===== config.mk =====
export PLATFORM = sky130hd
export DESIGN_NAME = irqPilFilter
export DESIGN_NICKNAME = d
export VERILOG_FILES = /design/src/rtl/irqPilPkg.sv /design/src/rtl/irqPilDatapath.sv /design/src/rtl/irqPilControl.sv /design/src/rtl/irqPilFilter.sv
export SDC_FILE = /design/constraint.sdc
export NUM_CORES = 1
export LEC_CHECK = 0
export BUFFER_PORTS_ARGS = -buffer_cell sky130_fd_sc_hd__clkbuf_2
export CAP_MARGIN = 40
export CORE_MARGIN = 5
export CORE_UTILIZATION = 45
export DETAILED_ROUTE_END_ITERATION = 6
export PLACE_DENSITY = 0.85
export SLEW_MARGIN = 15
export SYNTH_ARGS = -nofsm -noshare
export SYNTH_HDL_FRONTEND = slang
export SYNTH_HIERARCHICAL = 1
export SYNTH_SLANG_ARGS = --single-unit

===== constraint.sdc =====
create_clock -name clk -period 2.3 [get_ports clk]
set_input_delay 0 -clock clk [delete_from_list [all_inputs] [get_ports clk]]
set_output_delay 0 -clock clk [all_outputs]
set_load 0.03 [all_outputs]

===== src/rtl/irqPilPkg.sv =====
package irqPilPkg;
  // Strobes from control to datapath
  typedef struct packed {
    logic pilLoad;     // capture a new threshold
    logic levelLoad;   // capture the winning level
    logic levelClear;  // return the level output to 0
  } ctrlStrobes_t;
endpackage


===== src/rtl/irqPilDatapath.sv =====
module irqPilDatapath
  import irqPilPkg::*;
#(
  parameter int NUM_LEVELS = 16,
  parameter int PIL_RESET  = NUM_LEVELS - 1,
  localparam int LVL_W     = $clog2(NUM_LEVELS)
) (
  input  logic                  clk,
  input  logic                  rstN,
  input  logic [NUM_LEVELS-1:1] irqReq,
  input  logic [LVL_W-1:0]      pilWrData,
  input  logic                  intEnable,
  input  ctrlStrobes_t          strobes,
  output logic                  qualify,
  output logic [LVL_W-1:0]      pilCur,
  output logic [LVL_W-1:0]      trapLevel
);
  logic [NUM_LEVELS-1:1] aboveVec;
  logic [LVL_W-1:0]      bestLevel;

  // Threshold register: the new value is used from the next cycle on
  always_ff @(posedge clk) begin
    if (!rstN)                pilCur <= LVL_W'(PIL_RESET);
    else if (strobes.pilLoad) pilCur <= pilWrData;
  end

  // Per-level strict compare against the threshold
  for (genvar g = 1; g < NUM_LEVELS; g++) begin : gAbove
    assign aboveVec[g] = irqReq[g] && (LVL_W'(g) > pilCur);
  end

  // Highest set position wins
  always_comb begin
    bestLevel = '0;
    for (int i = 1; i < NUM_LEVELS; i++) begin
      if (aboveVec[i]) bestLevel = LVL_W'(i);
    end
  end

  assign qualify = intEnable && (|aboveVec);

  always_ff @(posedge clk) begin
    if (!rstN)                   trapLevel <= '0;
    else if (strobes.levelLoad)  trapLevel <= bestLevel;
    else if (strobes.levelClear) trapLevel <= '0;
  end
endmodule


===== src/rtl/irqPilControl.sv =====
module irqPilControl
  import irqPilPkg::*;
(
  input  logic         clk,
  input  logic         rstN,
  input  logic         qualify,
  input  logic         pilWrEn,
  input  logic         trapAck,
  output ctrlStrobes_t strobes,
  output logic         trapReq
);
  logic reqNext;

  // An acknowledge only counts while the request is up
  assign reqNext = qualify && !(trapReq && trapAck);

  always_comb begin
    strobes.pilLoad    = pilWrEn;
    strobes.levelLoad  = reqNext;
    strobes.levelClear = !reqNext;
  end

  always_ff @(posedge clk) begin
    if (!rstN) trapReq <= 1'b0;
    else       trapReq <= reqNext;
  end
endmodule


===== src/rtl/irqPilFilter.sv =====
module irqPilFilter
  import irqPilPkg::*;
#(
  parameter int NUM_LEVELS = 16,
  parameter int PIL_RESET  = NUM_LEVELS - 1,
  localparam int LVL_W     = $clog2(NUM_LEVELS)
) (
  input  logic                  clk,
  input  logic                  rstN,
  input  logic [NUM_LEVELS-2:0] irqReq,
  input  logic                  pilWrEn,
  input  logic [LVL_W-1:0]      pilWrData,
  input  logic                  intEnable,
  input  logic                  trapAck,
  output logic                  trapReq,
  output logic [LVL_W-1:0]      trapLevel
);
  ctrlStrobes_t          strobes;
  logic                  qualify;
  logic [LVL_W-1:0]      pilCur;
  logic [NUM_LEVELS-1:1] irqByLevel;

  assign irqByLevel = irqReq;

  irqPilDatapath #(.NUM_LEVELS(NUM_LEVELS), .PIL_RESET(PIL_RESET)) dp (
    .clk       (clk),
    .rstN      (rstN),
    .irqReq    (irqByLevel),
    .pilWrData (pilWrData),
    .intEnable (intEnable),
    .strobes   (strobes),
    .qualify   (qualify),
    .pilCur    (pilCur),
    .trapLevel (trapLevel)
  );

  irqPilControl ctl (
    .clk     (clk),
    .rstN    (rstN),
    .qualify (qualify),
    .pilWrEn (pilWrEn),
    .trapAck (trapAck),
    .strobes (strobes),
    .trapReq (trapReq)
  );
endmodule


# Word-level counts from Yosys, hierarchy flattened
# Cells that the tools add are included.
dict set report word_totals {
  reg_bits 9
  out_inout_bits 5
}
dict set report classes {
  n_reduce_logical 21
  order_cmp 15
  muxes 15
}
# cell n
set ops {}
lappend ops {{greater-than comparator 4 bit (first input constant)} 8}
lappend ops {{two-way mux 4 bit} 8}
lappend ops {{logical AND 1 bit} 18}
lappend ops {{greater-than comparator 3 x 4 -> 1 bit (first input constant)} 4}
lappend ops {{OR reduction 15 bit} 1}
lappend ops {{two-way mux 3 bit} 4}
lappend ops {{greater-than comparator 2 x 4 -> 1 bit (first input constant)} 2}
lappend ops {{greater-than comparator 1 x 4 -> 1 bit (first input constant)} 1}
lappend ops {{two-way mux 2 bit} 2}
lappend ops {{AND reduction 2 bit} 1}
lappend ops {{zero test 1 bit} 1}
lappend ops {{two-way mux 1 bit} 1}

# Longest topological paths before layout
dict set report logic_depth {
  ltp_word 17
  ltp_mapped 11
}

# Modules after synthesis
# Netlist, hierarchy kept.
# module seq_area_each_um2 area_per_inst_um2 n_inst cells_per_inst
set by_module_without_submodules {}
lappend by_module_without_submodules {irqPilDatapath 160.2 695.7 1 91}
lappend by_module_without_submodules {irqPilControl 20.0 56.3 1 6}

# Worst setup path before layout
# Ideal clock, no wire load.
dict set report synth_path {
  kind {register to register}
  startpoint {register dp.pilCur[0]}
  endpoint {register dp.trapLevel[3]}
  path_buffers 2
  arrival_time_ns 1.804
  slack_ns 0.437
  period_less_slack_ns 1.863
  stages_incl_launch_ff 11
  setup_time_ns 0.059
  cell_sequence {dfxtp_1 > buf_6 > nand2b_1 > a31oi_1 > nor2_2 > nand3_2 > o31a_1 > a21boi_2 > buf_4 > nor4bb_1 > a31o_1}
}
dict set report synth_between {
  word_cells_on_any_way 42
  classes_between {order compare (15); mux (8); reduce/logical (19)}
}
# element line_no
set synth_rtl {}
lappend synth_rtl {{from (decl)} irqPilDatapath.sv:15} ;# output logic [LVL_W-1:0] pilCur,
lappend synth_rtl {{from (signal assigned)} irqPilDatapath.sv:23} ;# if (!rstN) pilCur <= LVL_W'(PIL_RESET);
lappend synth_rtl {{from (signal assigned)} irqPilDatapath.sv:24} ;# else if (strobes.pilLoad) pilCur <= pilWrData;
lappend synth_rtl {{greater-than comparator 1 x 4 -> 1 bit, or another cell as far along} irqPilDatapath.sv:29} ;# assign aboveVec[g] = irqReq[g] && (LVL_W'(g) > pilCur);
lappend synth_rtl {{logical AND 1 bit} irqPilDatapath.sv:29}
lappend synth_rtl {{OR reduction 15 bit (*)} irqPilDatapath.sv:40} ;# assign qualify = intEnable && (|aboveVec);
lappend synth_rtl {{logical AND 1 bit (*)} irqPilDatapath.sv:40}
lappend synth_rtl {{named net qualify} irqPilFilter.sv:19} ;# logic qualify;
lappend synth_rtl {{logical AND 1 bit (*)} irqPilControl.sv:15} ;# assign reqNext = qualify && !(trapReq && trapAck);
lappend synth_rtl {{named net ctl.reqNext} irqPilControl.sv:12} ;# logic reqNext;
lappend synth_rtl {{AND reduction 2 bit (no line) (*)} n/a}
lappend synth_rtl {{to (signal assigned)} irqPilDatapath.sv:44} ;# else if (strobes.levelLoad) trapLevel <= bestLevel;
lappend synth_rtl {{to (decl)} irqPilDatapath.sv:16} ;# output logic [LVL_W-1:0] trapLevel
# The timed path passes the listed nets; every way through them passes the cells marked *.
# A chain may end at the register's enable or synchronous reset.

==> flow_summary_export.csv <==
group,metric,value,unit
floorplan,die_x,50.9,um
logic_synthesis,yosysMostFrequentCell,"dfxtp_1",
layout,synthToLayoutAreaGrowth,26.0,%
floorplan,placementRows,14,
critical_path,cp-endpoint,"dp/trapLevel[0]",
placed_design,port_buffers,28,
cts,cts_setup_buffers,0,
layout,nNetsFinal,153,
status,status,"completed",
floorplan,dieArea,0.00259,mm2
detailed_routing,vias_per_cell,5.76,
logic_synthesis,yosysTopAreaCell,"dfxtp_1",
grt,overflow,0,
critical_path,cp_cell_sequence,"or4b_1, o21ai_2, nor2_2, nand3_2, o31a_1, a21boi_2, buf_4, nand2_1, a31oi_1, a31oi_1",
placed_design,dp.cells,136,
cts,root_buffer,"clkbuf_4",
sta,holdWs,13.9,ps
sta,slew_headroom,81.7,%
logic_synthesis,synth-seq-cells,9,
run,drv_cap,0,
sta,rsz0062_at_grt,"no",
floorplan,start_util,48.8,%
logic_synthesis,netlist_area,752,um2
sta,slew_viol_final,0,
logic_synthesis,avgSynthCellArea,7.75,um2
critical_path,path_max_fanout,8,
critical_path,critical_path.most_common_cell,"a31oi_1",
sta,max_freq,478,MHz
placed_design,dpl.hpwl,1520,um
logic_synthesis,synth_nets,121,
critical_path,reg2reg_depth,10,
grt,grt_pass1_vias,786,
detailed_routing,routed_wl,1940,um
grt,grt_antenna_before_repair,0,
logic_synthesis,synth_area_leaders,"dfxtp_1 (24%), a31oi_1 (5.8%), nor2b_1 (5.0%)",
critical_path,worstSetupPathType,"flop to flop",
cts,cts_buffer_depth,2,
critical_path,rr_endpoint,"dp/trapLevel[0]",
logic_synthesis,synth_edf_count,0,
detailed_routing,drc,0,
grt,grt_max_degree,15,
logic_synthesis,synthFlopType,"dfxtp_1",
logic_synthesis,synth_top_cell_area_share,24.0,%
critical_path,worstSetupStartpoint,"dp/pilCur[0]",
layout,final_area,947,um2
cts,clock-sinks,9,
critical_path,worstPathRequired,2430,ps
placed_design,gp_congestion,0.850,
detailed_routing,wl_per_cell,13.5,um
sta,fin_crit,2090,ps
critical_path,cp-end-kind,"flop",
detailed_routing,vias,829,
critical_path,r2r_setup_slack,210,ps
sta,worst_slew_pin_slew,273,ps
sta,finalWorstSetupSlack,208,ps
floorplan,die_h,50.9,um
pwr,irDropWorstVdd,0.363,mV
pwr,p_leak,0.426,nW
detailed_routing,drtIter0Drc,26,
placed_design,post-place-ws,136,ps
cts,clk_pin_slew,60,ps
floorplan,core,0.00154,mm2
placed_design,post_dp_cell_area,877,um2
detailed_routing,dr.pass1.iters,4,
sta,tns,0,ps
cts,clock_latency,250,ps
logic_synthesis,synth_warnings,6,
critical_path,cp.arrival,2230,ps
layout,drive_gt1_share,35.9,%
detailed_routing,antenna_left,0,
critical_path,reg2reg_from,"dp/pilCur[0]",
floorplan,ios,29,
grt,grt_pass1_wl,3190,um
logic_synthesis,syn_inst,97,
sta,post-route-period-util,91.0,%
layout,antenna_cells,0,
sta,hold_viol,0,
layout,instances_no_fill,144,
logic_synthesis,netlist_top_cells_count,"dfxtp_1 (9), nand2_1 (8), a31oi_1 (7)",
pwr,power_density,489,mW/mm2
critical_path,slowest_delay,550,ps
cts,cts_tree,"done",
grt,grt_usage,15.5,%
logic_synthesis,synth-seq-area-share,24.0,%
min_path,hold_depth,2,
critical_path,cp-start-kind,"flop",
logic_synthesis,synthArstFlopShare,0,%
sta,setup_viol,0,
logic_synthesis,ys_types,41,
critical_path,critPathSlowestCell,"or4b_1",
sta,finClkSkew,1.73,ps
cts,cts_max_level,1,
cts,numCtsBuffers,3,
min_path,hp-class,"input pin to flop",
==> worst max-delay path, delay by kind of cell, from the launching register on <==
| family | cells | cell delay, ps |
|---|---|---|
| simple gates | 4 | 740 |
| buf+inv | 1 | 180 |
| flops | 1 | 380 |
| compound gates | 5 | 660 |
==> logic make-up (layout without fill, tap and decap cells) <==
logic type	after synthesis	after routing	share of synthesized area [%]
AOI/OAI and AO/OA	39	39	36.8
adders and majority gates	1	1	1.50
buffers and inverters	14	45	10.6
DFF	9	9	24.0
muxes	3	3	3.99
and+or+nand+nor	31	31	23.1
==> final cells by class <==
| cell class | count | area [um2] |
|---|---|---|
| multi-input cells | 74 | 492 |
| flip-flops and latches | 9 | 184 |
| repair buffers | 35 | 203 |
| clock buffers | 4 | 26.3 |
| fillers | 150 | 594 |
| inverters | 6 | 22.5 |
| well taps | 16 | 20.0 |
==> worst min path at each step <==
stage,start,slack (ps),to
after floorplan,rstN,120,ctl/trapReq
after global placement,pilWrData[3],220,dp/pilCur[3]
after detailed placement,pilWrData[0],220,dp/pilCur[0]
after CTS,rstN,1,dp/pilCur[2]
after global routing,rstN,10,dp/pilCur[0]
final,rstN,10,dp/pilCur[2]
==> report_power, final <==
part	internal [mW]	switching, mW
registers	0.170	0.0182
clock network	0.0667	0.0530
logic	0.0710	0.0840
==> state kept, by name, summed over array words and instances, names as in the netlist <==
signal,flops
ctl/trapReq,1
dp/pilCur,4
dp/trapLevel,4
==> repair_timing <==
| action | 4_1_cts | 5_1_grt |
|---|---|---|
| endpoints found under the hold margin | 4 | 0 |
| hold buffers | 4 | 0 |
| resized for setup | 0 | 3 |
| endpoints found under the setup margin | 0 | 4 |
==> cell usage in the layout, fill, tap and decap left out, types with 2 or more instances in the layout <==
cell type and n:
nand2b_1 2, clkbuf_2 28, o21ai_0 4, a2bb2oi_1 2, inv_1 5, buf_4 3
a21oi_1 6, nor2_1 5, dfxtp_1 6, mux2i_1 3, nor2b_1 6, dfxtp_2 3
nand2_1 8, a31oi_1 7, o211ai_1 3, and2_1 3, o21ai_1 3, clkbuf_4 3
o31a_1 2, dlygate4sd3_1 4
==> through the flow <==
stage	util (%)	power, mW
5_1_grt	61.4	0.496
6_report	61.4	0.463
3_3_place_gp	56.9	0.334
3_5_place_dp	56.9	0.339
4_1_cts	61.2	0.465
2_1_floorplan	-	0.293
==> routing by layer <==
metal,vias to the layer above,GRT usage (%),share of wire [%]
li1,418,-,-
met1,389,17.5,43
met2,18,27.3,50
met3,4,3.78,5.7
met4,0,6.38,1.0
met5,-,0,0
No activity file was read; power rests on OpenSTA's default activity.
